<file path="src/rtl/dref_pkg.sv">
package dref_pkg;
    typedef enum logic [2:0] {
        PH_IDLE, PH_ADDR, PH_CSR, PH_HOLD, PH_ACT, PH_PRE
    } phase_e;

    typedef enum logic [1:0] {
        ST_PAUSE, ST_INIT, ST_RUN
    } seq_e;
endpackage

</file>
<file path="src/rtl/dref_strobe_engine.sv">
module dref_strobe_engine
    import dref_pkg::*;
#(
    parameter int T_CSR = 3,
    parameter int T_CHR = 3,
    parameter int T_RAS = 13,
    parameter int T_RP  = 8
) (
    input  logic clk,
    input  logic rst_n,
    input  logic start_i,
    input  logic ras_only_i,
    output logic ras_n_o,
    output logic cas_n_o,
    output logic busy_o,
    output logic done_o,
    output logic ras_only_o
);
    localparam int M1   = (T_CSR > T_CHR) ? T_CSR : T_CHR;
    localparam int M2   = (T_RAS > T_RP) ? T_RAS : T_RP;
    localparam int LMAX = (M1 > M2) ? M1 : M2;
    localparam int CW   = $clog2(LMAX + 1);

    typedef struct packed {
        phase_e        ph;
        logic [CW-1:0] cnt;
        logic          ras_n;
        logic          cas_n;
        logic          ror;
    } eng_s;

    eng_s eng_d, eng_q;
    logic last;

    always_comb begin
        eng_d = eng_q;
        last  = (eng_q.cnt == '0);
        if (eng_q.ph != PH_IDLE && !last) begin
            eng_d.cnt = eng_q.cnt - CW'(1);
        end else begin
            case (eng_q.ph)
                PH_IDLE: if (start_i) begin
                    eng_d.ror = ras_only_i;
                    if (ras_only_i) begin
                        eng_d.ph  = PH_ADDR;
                        eng_d.cnt = '0;
                    end else begin
                        eng_d.ph  = PH_CSR;
                        eng_d.cnt = CW'(T_CSR - 1);
                    end
                end
                PH_ADDR: begin
                    eng_d.ph  = PH_ACT;
                    eng_d.cnt = CW'(T_RAS - 1);
                end
                PH_CSR: begin
                    eng_d.ph  = PH_HOLD;
                    eng_d.cnt = CW'(T_CHR - 1);
                end
                PH_HOLD: begin
                    eng_d.ph  = PH_ACT;
                    eng_d.cnt = CW'(T_RAS - T_CHR - 1);
                end
                PH_ACT: begin
                    eng_d.ph  = PH_PRE;
                    eng_d.cnt = CW'(T_RP - 1);
                end
                default: begin
                    eng_d.ph  = PH_IDLE;
                    eng_d.cnt = '0;
                end
            endcase
        end
        eng_d.ras_n = !(eng_d.ph == PH_HOLD || eng_d.ph == PH_ACT);
        eng_d.cas_n = !(eng_d.ph == PH_CSR || eng_d.ph == PH_HOLD);
    end

    always_ff @(posedge clk or negedge rst_n) begin
        if (!rst_n) begin
            eng_q <= '{ph: PH_IDLE, cnt: '0, ras_n: 1'b1, cas_n: 1'b1, ror: 1'b0};
        end else begin
            eng_q <= eng_d;
        end
    end

    assign ras_n_o    = eng_q.ras_n;
    assign cas_n_o    = eng_q.cas_n;
    assign busy_o     = (eng_q.ph != PH_IDLE);
    assign done_o     = (eng_q.ph == PH_PRE) && last;
    assign ras_only_o = eng_q.ror;
endmodule

</file>
<file path="src/rtl/dref_debt.sv">
module dref_debt #(
    parameter int INTERVAL_CYC = 3900,
    parameter int DEBT_MAX     = 8
) (
    input  logic clk,
    input  logic rst_n,
    input  logic run_i,
    input  logic take_i,
    output logic owed_o
);
    localparam int TW = $clog2(INTERVAL_CYC);
    localparam int DW = $clog2(DEBT_MAX + 1);

    typedef struct packed {
        logic [TW-1:0] tmr;
        logic [DW-1:0] debt;
    } debt_s;

    debt_s dbt_d, dbt_q;
    logic  tick, inc, dec;

    always_comb begin
        dbt_d = dbt_q;
        tick  = run_i && (dbt_q.tmr == TW'(INTERVAL_CYC - 1));
        inc   = tick && (dbt_q.debt < DW'(DEBT_MAX));
        dec   = take_i && (dbt_q.debt != '0);
        if (!run_i || tick) dbt_d.tmr = '0;
        else                dbt_d.tmr = dbt_q.tmr + TW'(1);
        dbt_d.debt = dbt_q.debt + DW'(inc) - DW'(dec);
    end

    always_ff @(posedge clk or negedge rst_n) begin
        if (!rst_n) dbt_q <= '0;
        else        dbt_q <= dbt_d;
    end

    assign owed_o = (dbt_q.debt != '0);
endmodule

</file>
<file path="src/rtl/dref_row_ctr.sv">
module dref_row_ctr #(
    parameter int ROW_BITS = 12
) (
    input  logic                clk,
    input  logic                rst_n,
    input  logic                step_i,
    output logic [ROW_BITS-1:0] row_o
);
    logic [ROW_BITS-1:0] row_d, row_q;

    always_comb begin
        row_d = step_i ? row_q + ROW_BITS'(1) : row_q;
    end

    always_ff @(posedge clk or negedge rst_n) begin
        if (!rst_n) row_q <= '0;
        else        row_q <= row_d;
    end

    assign row_o = row_q;
endmodule

</file>
<file path="src/rtl/dref_refresh_seq.sv">
module dref_refresh_seq
    import dref_pkg::*;
#(
    parameter int PAUSE_CYC    = 25000,
    parameter int INIT_CYCLES  = 8,
    parameter int INTERVAL_CYC = 3900,
    parameter int DEBT_MAX     = 8,
    parameter int ROW_BITS     = 12,
    parameter int T_CSR        = 3,
    parameter int T_CHR        = 3,
    parameter int T_RAS        = 13,
    parameter int T_RP         = 8
) (
    input  logic                clk,
    input  logic                rst_n,
    input  logic                grant_i,
    input  logic                ras_only_i,
    output logic                req_o,
    output logic                busy_o,
    output logic                init_done_o,
    output logic                ras_n_o,
    output logic                cas_n_o,
    output logic                we_n_o,
    output logic [ROW_BITS-1:0] addr_o
);
    localparam int PW = $clog2(PAUSE_CYC);
    localparam int IW = $clog2(INIT_CYCLES);

    typedef struct packed {
        seq_e          st;
        logic [PW-1:0] pcnt;
        logic [IW-1:0] icnt;
    } seq_s;

    seq_s seq_d, seq_q;
    logic eng_start, eng_busy, eng_done, eng_ror, owed, take;

    always_comb begin
        seq_d     = seq_q;
        eng_start = 1'b0;
        take      = 1'b0;
        case (seq_q.st)
            ST_PAUSE: begin
                if (seq_q.pcnt == PW'(PAUSE_CYC - 1)) seq_d.st = ST_INIT;
                else seq_d.pcnt = seq_q.pcnt + PW'(1);
            end
            ST_INIT: begin
                eng_start = !eng_busy;
                if (eng_done) begin
                    if (seq_q.icnt == IW'(INIT_CYCLES - 1)) seq_d.st = ST_RUN;
                    else seq_d.icnt = seq_q.icnt + IW'(1);
                end
            end
            default: begin
                eng_start = owed && grant_i && !eng_busy;
                take      = eng_start;
            end
        endcase
    end

    always_ff @(posedge clk or negedge rst_n) begin
        if (!rst_n) seq_q <= '{st: ST_PAUSE, pcnt: '0, icnt: '0};
        else        seq_q <= seq_d;
    end

    dref_strobe_engine #(
        .T_CSR(T_CSR), .T_CHR(T_CHR), .T_RAS(T_RAS), .T_RP(T_RP)
    ) u_eng (
        .clk       (clk),
        .rst_n     (rst_n),
        .start_i   (eng_start),
        .ras_only_i(ras_only_i),
        .ras_n_o   (ras_n_o),
        .cas_n_o   (cas_n_o),
        .busy_o    (eng_busy),
        .done_o    (eng_done),
        .ras_only_o(eng_ror)
    );

    dref_debt #(
        .INTERVAL_CYC(INTERVAL_CYC), .DEBT_MAX(DEBT_MAX)
    ) u_debt (
        .clk   (clk),
        .rst_n (rst_n),
        .run_i (seq_q.st == ST_RUN),
        .take_i(take),
        .owed_o(owed)
    );

    dref_row_ctr #(.ROW_BITS(ROW_BITS)) u_row (
        .clk   (clk),
        .rst_n (rst_n),
        .step_i(eng_done && eng_ror),
        .row_o (addr_o)
    );

    assign req_o       = (seq_q.st == ST_RUN) && owed;
    assign init_done_o = (seq_q.st == ST_RUN);
    assign busy_o      = eng_busy;
    assign we_n_o      = 1'b1;
endmodule

</file>
<file path="config.mk">
export PLATFORM = sky130hd
export DESIGN_NAME = dref_refresh_seq
export DESIGN_NICKNAME = d
export VERILOG_FILES = /design/src/rtl/dref_pkg.sv /design/src/rtl/dref_strobe_engine.sv /design/src/rtl/dref_debt.sv /design/src/rtl/dref_row_ctr.sv /design/src/rtl/dref_refresh_seq.sv
export SDC_FILE = /design/constraint.sdc
export NUM_CORES = 1
export LEC_CHECK = 0
export BUFFER_PORTS_ARGS = -buffer_cell sky130_fd_sc_hd__buf_2
export CAP_MARGIN = 25
export CORE_UTILIZATION = 60
export DETAILED_ROUTE_END_ITERATION = 16
export HOLD_SLACK_MARGIN = 0.05
export PLACE_DENSITY = 0.8
export SYNTH_ARGS = -nofsm -noshare
export SYNTH_HDL_FRONTEND = slang
export SYNTH_SLANG_ARGS = --single-unit
</file>
<file path="constraint.sdc">
create_clock -name clk -period 5.3 [get_ports clk]
set_clock_uncertainty 0.05 [all_clocks]
set_input_delay 0.265 -clock clk [delete_from_list [all_inputs] [get_ports clk]]
set_output_delay 0.265 -clock clk [all_outputs]
set_load 0.01 [all_outputs]
</file>
==> results.md, run 1 <==
- Result of the run: finished clean
- # fillers: approximately 330
- Predominant post-synthesis flop cell: dfrtp_1
- Nets: around 320
- First-pass GRT wire length: about 9 mm
- Fin cells: ~360
- Final core occ: 0.7325
- Slew headroom: 0.5344
- Clock sink total: slightly below 60
- Hold EP: u_eng.eng_q[8]$_DFF_PN0_
- Largest net degree at the start of global routing: around 60
- Final cycle utilization of the critical path: 0.5098
- Share of the synthesized area in the top cell type: 0.4823
- PortBufs: 20
- CTS tree: done
- Ranking of synthesized cells by area: dfrtp_1, xnor2_1, ha_1
- Peak supply drop: 0.1637 mV
- Distinct cells, synth: 48
- Worst hold path depth: 2
- CP required: ~5.5 ns
- Die height: a little over 70 um
- Buf/Inv on CP: 3
- Highest clock rate: between 300 and 400 MHz
- Max-capacitance violation count: 0
- Hold path startpoint: ras_only_i
- Placed insts: roughly 350
- Worst path cell trace: nor3_1 -> inv_1 -> nor3_1 -> ha_1 -> inv_1 -> ha_1 -> inv_1 -> fa_1 -> xnor2_1
- Levels on crit path: 9
- Vias: 2132
- Reg2reg path depth: 9
- RSZ-0062 raised after global routing: false
- Clock buffer count from CTS: 9
- CTS clk-pin slew, worst paths: 0.07 ns
- Total global routing track utilization: 0.2337
- Reg-to-Reg End: u_debt.dbt_q[2]$_DFF_PN0_
- Avg Vias per Cell: 5.857
- Lkg Pwr: approximately 1.6 nW
- H-tree Lvls: 3
- Largest area contributor in the netlist: dfrtp_1
- Crit path max-delay cell type: dfrtp_1
- Die X: a little over 70 um
- Share of cells above drive strength 1: 0.1474
- Sequential area share after synthesis: 0.5004
- CTS Root Cell: clkbuf_8
- Worst min path class: in -> reg
- Worst-Margin Slew: 0.6984 ns
- GPL Wtd Cong: 0.8267
- Final setup fails: 0
- Fin. Hold Viols: 0
- RR Startpoint: u_eng.eng_q[9]$_DFF_PN0_
- Die area: roughly 0.0051 mm^2
- Initial DRC Count: 91
- Setup bufs post-CTS: 0
- Core ar.: around 0.0045 mm^2
- Pins Over Slew Limit: 0
- Syn_area_per_cell: around 10 um^2
- Share of flip-flops with an asynchronous set or reset: 1.000
- Avg WL per Cell: ~15 um
- Flop2flop setup slack: around 2.6 ns
- Pwr dens: between 200 and 300 mW/mm^2
- EDFF count, synth: 0
- Crit path max-delay family: adder cells
- Ys Warns: 0
- GRT Residual Overflow: 0
- Total Power: between 0.9 and 1 mW
- N_diodes: 0
- Setup crit end kind: flop
- Initial Util: 0.6450
- Worst setup path start: u_eng.eng_q[9]$_DFF_PN0_
- Worst Setup Path Type: reg -> reg
- Vias in the first global route: between 1500 and 2000
- Clk Latency, worst-skew pair: between 0.3 and 0.4 ns
- Most common cell on crit path: inv_1
- Critical path arrival: about 2.9 ns
- Antenna-violating nets left: 0
- Count of state elements after synthesis: a little under 60
- # DRC: 0
- Row Count: 24
- Synthesized net count: just under 300
- Routed wire length: about 5.4 mm
- Final HPWL DP: between 3 and 4 mm
- Clock Path Buffers: 2
- Area grow syn2layout: 13.57%
- Worst path max stage delay: 0.55 ns
- I/O pin count: 22
- Startpoint Class: flop
- DR pass1 iterations: 4
- Initial antenna violation count: 0
- Max FO, Critical Path: 16
- Minimum clock period: between 2 and 3 ns
- Mapped Cells: 282
- WHS: 0.1327 ns
- Mapped Area: slightly below 0.003 mm^2
- Setup tns final: 0 ns
-- Yosys cell counts (all sizes together) (2+ instances only) --
cell type,count
dfstp,2
a31oi,2
and4,2
nand2b,3
ha,11
dfrtp,56
nand3,16
and2,3
o22ai,2
nand2,26
clkbuf,6
a21oi,7
and3,9
nor3b,2
xnor2,25
nor3,8
o21ai,9
o21a,2
nand4,11
nor4,3
nor2,27
inv,16
mux2,4
buf,2
xor2,13
-- how the worst max path moves through the flow --
stage,slack [ns],end
after global placement,2.83,u_debt.dbt_q[2]$_DFF_PN0_
final,2.60,u_debt.dbt_q[2]$_DFF_PN0_
after detailed placement,2.65,u_debt.dbt_q[1]$_DFF_PN0_
after CTS,2.63,u_debt.dbt_q[2]$_DFF_PN0_
after global routing,2.44,u_debt.dbt_q[2]$_DFF_PN0_
after floorplan,2.94,u_debt.dbt_q[2]$_DFF_PN0_
-- cell families (layout without fill, tap and decap cells) --
| group | count (synthesis) | after routing | share of synthesized area |
|---|---|---|---|
| AOI/OAI and AO/OA | 29 | 29 | 0.06158 |
| adders and majority gates | 13 | 13 | 0.05771 |
| other | 1 | 1 | 0.001291 |
| muxes | 4 | 4 | 0.01550 |
| xor gates and xnor gates | 38 | 38 | 0.1146 |
| DFF | 58 | 58 | 0.5004 |
| and+or+nand+nor | 115 | 115 | 0.2140 |
| buffers and inverters | 24 | 54 | 0.03488 |
-- cell usage in the layout (no fill, tap or decap), drive strengths merged, types with 7 or more instances in the layout --
cell / instances
dfrtp: 56
nor2: 27
nand2: 26
xnor2: 25
buf: 21
inv: 16
nand3: 16
xor2: 13
clkbuf: 12
ha: 11
nand4: 11
o21ai: 9
and3: 9
nor3: 8
a21oi: 7
-- final cells by class --
cell class | instances | area, um^2 | area share
Timing Repair Buffer | 22 | 117.6 | 0.03565
Clock inverter | 4 | 97.59 | 0.02958
Sequential cell | 58 | 1454 | 0.4407
Inverter | 16 | 60.06 | 0.01820
Clock buffer | 12 | 155.1 | 0.04702
Tap cell | 52 | 65.06 | 0.01972
Multi-Input combinational cell | 200 | 1350 | 0.4092
-- power breakdown --
part / internal [mW] / total (mW) / switching, mW
Combinational: 0.00196 / 0.0113 / 0.00938
Clock: 0.338 / 0.518 / 0.179
Sequential: 0.443 / 0.443 / 0
Total: 0.783 / 0.972 / 0.189
-- registers in the layout (all words and copies together) (netlist names) --
signal / cells
u_eng.eng_q: 7
seq_q: 20
u_eng.ras_n_o: 1
u_debt.dbt_q: 16
u_eng.cas_n_o: 1
u_eng.ras_only_o: 1
u_row.row_o: 12
-- metrics by stage --
stage,setup WS [ns],instance area (um^2)
floorplan,2.935,2905
global placement,2.830,3037
detailed placement,2.652,3037
CTS,2.630,3299
global route,2.442,3299
finish,2.598,3299
-- metal layers --
| metal | up-vias | part of all wire | track usage |
|---|---|---|---|
| met5 | - | 0 | 0 |
| met4 | 0 | 0.029 | 0.1394 |
| met3 | 13 | 0.033 | 0.04641 |
| met2 | 51 | 0.48 | 0.3672 |
| met1 | 1049 | 0.46 | 0.3028 |
| li1 | 1019 | - | - |
-- repair_timing --
action | in CTS | in global routing
hold buffers | 1 | 0
gates resized for setup | 0 | 0
endpoints found under the hold margin | 56 | 0
Power figures use the tool's default switching activity.
==> inputs of run 2 (changes only) <==
--- a/config.mk
+++ b/config.mk
@@ -5,12 +5,13 @@
 export SDC_FILE = /design/constraint.sdc
 export NUM_CORES = 1
 export LEC_CHECK = 0
+export ABC_AREA = 1
 export BUFFER_PORTS_ARGS = -buffer_cell sky130_fd_sc_hd__buf_2
 export CAP_MARGIN = 25
-export CORE_UTILIZATION = 60
+export CORE_UTILIZATION = 54
 export DETAILED_ROUTE_END_ITERATION = 16
 export HOLD_SLACK_MARGIN = 0.05
-export PLACE_DENSITY = 0.8
+export PLACE_DENSITY = 0.75
 export SYNTH_ARGS = -nofsm -noshare
 export SYNTH_HDL_FRONTEND = slang
 export SYNTH_SLANG_ARGS = --single-unit
==> constraint.sdc (replaced) <==
create_clock -name clk -period 2.45 [get_ports clk]
set_clock_uncertainty 0.05 [all_clocks]
set_input_delay 0.1225 -clock clk [delete_from_list [all_inputs] [get_ports clk]]
set_output_delay 0.1225 -clock clk [all_outputs]
set_load 0.01 [all_outputs]
==> run 2 against run 1 <==
Wire length grew 7.1%; die area grew 20%; worst setup slack lost 2.3 ns; synthesized cell count grew 37%; hold slack gained 0.13 ns; sequential share of layout area shrank 3.4 points; cell area grew 8.3%; critical path depth grew 2; highest routed layer unchanged.
==> results.md, run 2 <==
- DR pass1 iterations: 4
- # DRC: 0
- Die height: slightly below 80 um
- Setup bufs post-CTS: 0
- # fillers: 483
- Share of flip-flops with an asynchronous set or reset: 1.000
- Largest register by flop count: seq_q
- Lkg Pwr: around 1.8 nW
- I/O pin count: 22
- Clock buffer count from CTS: 9
- Distinct cells, synth: 33
- Clk Latency, worst-skew pair: around 0.33 ns
- Most common cell on crit path: inv_1
- Worst path max stage delay: between 0.4 and 0.5 ns
- First-pass GRT wire length: between 10 and 15 mm
- Setup WS post-layout: 0.2746 ns
- Critical path arrival: around 2.4 ns
- Highest clock rate: around 460 MHz
- Share of cells above drive strength 1: 0.1303
- Largest register FFs: 20
- Setup crit end kind: flop
- CTS clk-pin slew, worst paths: around 0.06 ns
- Clock Path Buffers: 2
- H-tree Lvls: 3
- WHS: 0.2584 ns
- Syn_area_per_cell: about 8.2 um^2
- Routed wire length: 5.743 mm
- Top-count cell post-synth: nand2_1
- Avg WL per Cell: about 12 um
- Worst setup path endpoint: u_debt.dbt_q[2]$_DFF_PN0_
- Place WS: about 0.24 ns
- RSZ-0062 raised after global routing: false
- PortBufs: 20
- Clock sink total: 58
- Avg Vias per Cell: 5.087
- CP required: about 2.6 ns
- Fin. Hold Viols: 0
- CTS tree: done
- Vias in the first global route: roughly 2500
- Core ar.: 0.005574 mm^2
- Reg2reg path depth: 11
- Initial Util: 0.5652
- Hold path startpoint: grant_i
- Antenna-violating nets left: 0
- Initial antenna violation count: 0
- Mapped Cells: a little under 400
- Commonest cells after routing, fill and taps aside: nand2_1, inv_1, dfrtp_1
- Row Count: 27
- N_diodes: 0
- Largest net degree at the start of global routing: between 50 and 60
- Mapped Area: about 0.0032 mm^2
- Worst setup path start: u_eng.eng_q[8]$_DFF_PN0_
- Buf/Inv on CP: 4
- Max-capacitance violation count: 0
- Fin cells: between 400 and 500
- Final setup fails: 0
- Ranking of synthesized cells by area: dfrtp_1, nand2_1, inv_1
- Levels on crit path: 11
- Worst path cell trace: inv_1 -> nand2_2 -> nor2_2 -> nand3_1 -> inv_1 -> ha_1 -> inv_1 -> ha_1 -> inv_1 -> fa_1 -> xnor2_1
- Pwr dens: 517.3 mW/mm^2
- Die area: roughly 0.0061 mm^2
- Sequential area share after synthesis: 0.4615
- Synthesized net count: 402
- Largest area contributor in the netlist: dfrtp_1
- Share of the synthesized area in the top cell type: 0.4448
- Initial DRC Count: 110
- Reg-to-Reg End: u_debt.dbt_q[2]$_DFF_PN0_
- GPL Wtd Cong: around 0.86
- Worst Setup Path Type: reg -> reg
- Die X: 78.38 um
- Crit path max-delay cell type: fa_1
- Predominant post-synthesis flop cell: dfrtp_1
- Crit path max-delay family: adder cells
- Startpoint Class: flop
- Ys Warns: 0
- Most common cell after layout, fill and taps aside: nand2_1
- CTS Root Cell: clkbuf_8
- Final cycle utilization of the critical path: 0.8879
- Pins Over Slew Limit: 0
- Peak supply drop: approximately 0.39 mV
- Result of the run: finished clean
- Setup tns final: 0 ns
- Minimum clock period: between 2 and 2.5 ns
- Final HPWL DP: 4.131 mm
- Placed insts: about 480
- Nets: 435
- GRT Residual Overflow: 0
- Worst min path class: in -> reg
- Commonest cells post-synth: nand2_1, inv_1, dfrtp_1
- Count of state elements after synthesis: between 50 and 60
- Max FO, Critical Path: 4
- Area grow syn2layout: 13.42%
- EDFF count, synth: 0
- Flop2flop setup slack: around 0.27 ns
- Total global routing track utilization: 0.2210
- RR Startpoint: u_eng.eng_q[8]$_DFF_PN0_
- Vias: 2513
==> run 2: worst reg2reg max path, stage by stage, from the launching register on <==
cell and delay [ns]:
dfrtp_1 0.40, inv_1 0.13, nand2_2 0.08, nor2_2 0.16, nand3_1 0.11, inv_1 0.07
ha_1 0.21, inv_1 0.06, ha_1 0.16, inv_1 0.07, fa_1 0.44, xnor2_1 0.13
==> run 2: per-stage QoR <==
step                      power [mW]  cell area, um^2  utilization
final                          1.849             3573       0.6411
after global routing           1.924             3573       0.6411
after CTS                      1.874             3568       0.6402
after detailed placement       1.004             3357       0.6022
after global placement         1.004             3357       0.6022
after floorplan               0.9798             3151            -
==> run 2: worst min-delay path by stage <==
stage | to | slack (ns) | cells after the start
after detailed placement | seq_q[14]$_DFFE_PN0P_ | 0.11 | 2
after global placement | seq_q[14]$_DFFE_PN0P_ | 0.10 | 2
after global routing | u_debt.dbt_q[4]$_DFF_PN0_ | 0.30 | 3
final | u_eng.ras_only_o$_DFFE_PN0P_ | 0.26 | 6
after floorplan | seq_q[0]$_DFFE_PN0P_ | -0.22 | 0
after CTS | u_eng.ras_only_o$_DFFE_PN0P_ | 0.26 | 6
==> run 2: layer usage <==
metal | wire [um] | vias to the layer above | GRT usage
met5 | 0 | - | 0
met4 | 52 | 0 | 0.06667
met3 | 174 | 4 | 0.07674
met2 | 2770 | 31 | 0.3737
met1 | 2747 | 1195 | 0.2648
li1 | - | 1283 | -
==> run 2: cells by family (layout without fill, tap and decap cells) <==
group / count (synthesis) / count (layout) / share of synthesized area
AO/OA/AOI/OAI: 28 / 28 / 0.04726
XOR/XNOR: 28 / 28 / 0.07784
adder cells (fa/ha/maj): 12 / 12 / 0.05004
buffers and inverters: 64 / 100 / 0.08102
flip-flops: 58 / 58 / 0.4615
multiplexers: 2 / 2 / 0.007148
other: 1 / 1 / 0.001190
AND/OR/NAND/NOR: 193 / 193 / 0.2740
==> run 2: report_power, final <==
| group | internal, mW | switching, mW | leakage, nW | total, mW |
|---|---|---|---|---|
| Sequential | 0.959 | 0.000230 | 0.750 | 0.959 |
| Clock | 0.510 | 0.351 | 0.101 | 0.861 |
| Combinational | 0.00761 | 0.0207 | 0.990 | 0.0283 |
| Total | 1.48 | 0.372 | 1.84 | 1.85 |
==> run 2: layout make-up <==
| cell class | instances | area [um^2] | share of cell area |
|---|---|---|---|
| Sequential cell | 58 | 1454 | 0.4069 |
| Inverter | 59 | 221.5 | 0.06197 |
| Timing Repair Buffer | 27 | 170.2 | 0.04762 |
| Clock inverter | 3 | 40.04 | 0.01120 |
| Tap cell | 72 | 90.09 | 0.02521 |
| Multi-Input combinational cell | 264 | 1446 | 0.4048 |
| Clock buffer | 11 | 151.4 | 0.04237 |
==> run 2: timing repair <==
item / CTS / global route
hold buffers: 2 / 0
endpoints found under the hold margin: 59 / 0
setup endpoints to repair: 0 / 1
gates resized for setup: 0 / 1
==> inputs of run 3 (changes only) <==
--- a/config.mk
+++ b/config.mk
@@ -6,6 +6,7 @@
 export NUM_CORES = 1
 export LEC_CHECK = 0
 export ABC_AREA = 1
+export ABC_CLOCK_PERIOD_IN_PS = 2450
 export BUFFER_PORTS_ARGS = -buffer_cell sky130_fd_sc_hd__buf_2
 export CAP_MARGIN = 25
 export CORE_UTILIZATION = 54
==> constraint.sdc (replaced) <==
create_clock -name clk -period 2.45 [get_ports clk]
set_clock_uncertainty 0.05 [all_clocks]
set_input_delay 0 -clock clk [delete_from_list [all_inputs] [get_ports clk]]
set_output_delay 0 -clock clk [all_outputs]
set_load 0.01 [all_outputs]
==> run 3 against run 2 <==
Wire length is 2.8% lower; via count down 1.9%; sequential power about the same; clock power shrank 2.4%; register-to-register slack improved by 0.02 ns; core utilization decreased by 0.18 points.
==> results.md, run 3 (synthesis results as in run 2) <==
- Result of the run: finished clean
- GR Util met1: 0.2650
- Worst min path class: in -> async
- Routed wire length: about 5.6 mm
- N_diodes: 0
- Peak supply drop: about 0.42 mV
- Pins Over Slew Limit: 0
- CTS Root Cell: clkbuf_8
- Setup bufs post-CTS: 0
- Core ar.: 0.005574 mm^2
- Clock Path Buffers: 2
- Row Count: 27
- Fin. Hold Viols: 0
- Busiest grt layer: met2
- Largest register FFs: 20
- RSZ-0062 raised after global routing: false
- Initial Util: 0.5652
- Critical path arrival: 2.32 ns
- H-tree Lvls: 3
- Clk Latency, worst-skew pair: roughly 0.33 ns
- Avg WL per Cell: about 11 um
- Clock Power Share: 0.460
- Pwr dens: a little over 500 mW/mm^2
- Die area: between 0.006 and 0.007 mm^2
- First-pass GRT wire length: 10.35 mm
- P_int: approximately 1.4 mW
- Final HPWL DP: approximately 4.1 mm
- Minimum clock period: approximately 2.2 ns
- Total global routing track utilization: 0.2140
- Vias: around 2500
- Combinational power share: 0.015
- Setup crit end kind: flop
- GPL Wtd Cong: 0.8618
- CP required: between 2 and 3 ns
- # DRC: 0
- Routing usage on met3: 0.06512
- Sequential power share: 0.525
- CTS clk-pin slew, worst paths: 0.07 ns
- Startpoint Class: flop
- Area grow syn2layout: 13.11%
- Switching power share of the total: 0.2163
- PortBufs: 20
- Initial antenna violation count: 0
- Commonest cells after routing, fill and taps aside: nand2_1, inv_1, dfrtp_1
- Max FO, Critical Path: 4
- Avg Vias per Cell: roughly 5.0
- CTS tree: done
- Final setup fails: 0
- Sw Pwr: between 0.3 and 0.4 mW
- Die X: a little under 80 um
- I/O pin count: 22
- Share of cells above drive strength 1: 0.1318
- Final cycle utilization of the critical path: 0.8782
- GRT Residual Overflow: 0
- Highest clock rate: 464.8 MHz
- Antenna-violating nets left: 0
- Largest net degree at the start of global routing: 34
- Initial DRC Count: 86
- Max-capacitance violation count: 0
- Reg2reg path depth: 11
- Fin cells: approximately 500
- Lkg Pwr: 1.829 nW
- Placed insts: 479
- Die height: ~80 um
- DR pass1 iterations: 4
- Clock buffer count from CTS: 9
- Grt met2 use: 0.3553
- Largest register by flop count: seq_q
- Setup tns final: 0 ns
- Nets: ~440
- Most common cell after layout, fill and taps aside: nand2_1
- Vias in the first global route: 2488
- Total Power: 1.826 mW
- Clock sink total: between 50 and 60
- Worst Setup Path Type: reg -> reg
run 3: changes by cell type in the layout (fill, tap and decap cells not counted), sizes merged:
cell,delta
clkinvlp,+2
buf,+1
run 3: power groups by stage:
stage	sequential, mW	combinational [mW]	clock (mW)
final	0.959	0.0272	0.840
after global routing	0.958	0.0323	0.891
after CTS	0.959	0.0289	0.864
after detailed placement	0.976	0.0263	0
after global placement	0.976	0.0260	0
after floorplan	0.977	0.00306	0
run 3: worst max-delay path, stage by stage (launching register included):
cell     delay, ns
dfrtp_1       0.42
inv_2         0.10
nand2_2       0.07
nor2_2        0.14
nand3_1       0.11
inv_1         0.07
ha_1          0.21
inv_1         0.05
ha_1          0.17
inv_1         0.07
fa_1          0.43
xnor2_1       0.14
run 3: path summary, 6_finish.rpt:
kind                                                end  slack [ns]                      start
setup / recovery              u_debt.dbt_q[2]$_DFF_PN0_        0.30   u_eng.eng_q[7]$_DFF_PN0_
hold / removal                    seq_q[10]$_DFFE_PN0P_        0.14                      rst_n
setup reg to reg              u_debt.dbt_q[2]$_DFF_PN0_        0.30   u_eng.eng_q[7]$_DFF_PN0_
hold reg to reg               u_debt.dbt_q[4]$_DFF_PN0_        0.41  u_debt.dbt_q[4]$_DFF_PN0_
max in group asynchronous     u_debt.dbt_q[8]$_DFF_PN0_        1.86                      rst_n
min in group clk           u_eng.ras_only_o$_DFFE_PN0P_        0.15                    grant_i
run 3: per-stage QoR:
stage / util / setup WS [ns] / area, um^2 / hold WS [ns]
after CTS: 0.6384 / 0.1873 / 3558 / 0.1436
after floorplan: - / 0.4382 / 3151 / -0.3456
after detailed placement: 0.6013 / 0.2034 / 3352 / -0.02836
final: 0.6393 / 0.2984 / 3563 / 0.1416
after global routing: 0.6393 / 0.01475 / 3563 / 0.1742
after global placement: 0.6013 / 0.3005 / 3352 / -0.02981
run 3: final cells by class:
class	count	area, um^2
clock buffers	11	131.4
flip-flops and latches	58	1454
fillers	490	2011
clock inverters	5	55.05
repair buffers	28	165.2
multi-input cells	264	1446
well taps	72	90.09
inverters	59	221.5
run 3: routing by layer:
layer,routed length (um),share of wire,up-vias
met4,59,0.011,0
met5,0,0,-
met1,2731,0.49,1133
met2,2576,0.46,40
li1,-,-,1286
met3,213,0.038,7
run 3: repair_timing:
| item | 4_1_cts | 5_1_grt |
|---|---|---|
| setup endpoints to repair | 0 | 2 |
| gates resized for setup | 0 | 1 |
| hold endpoints to repair | 63 | 0 |
| hold buffers | 2 | 0 |
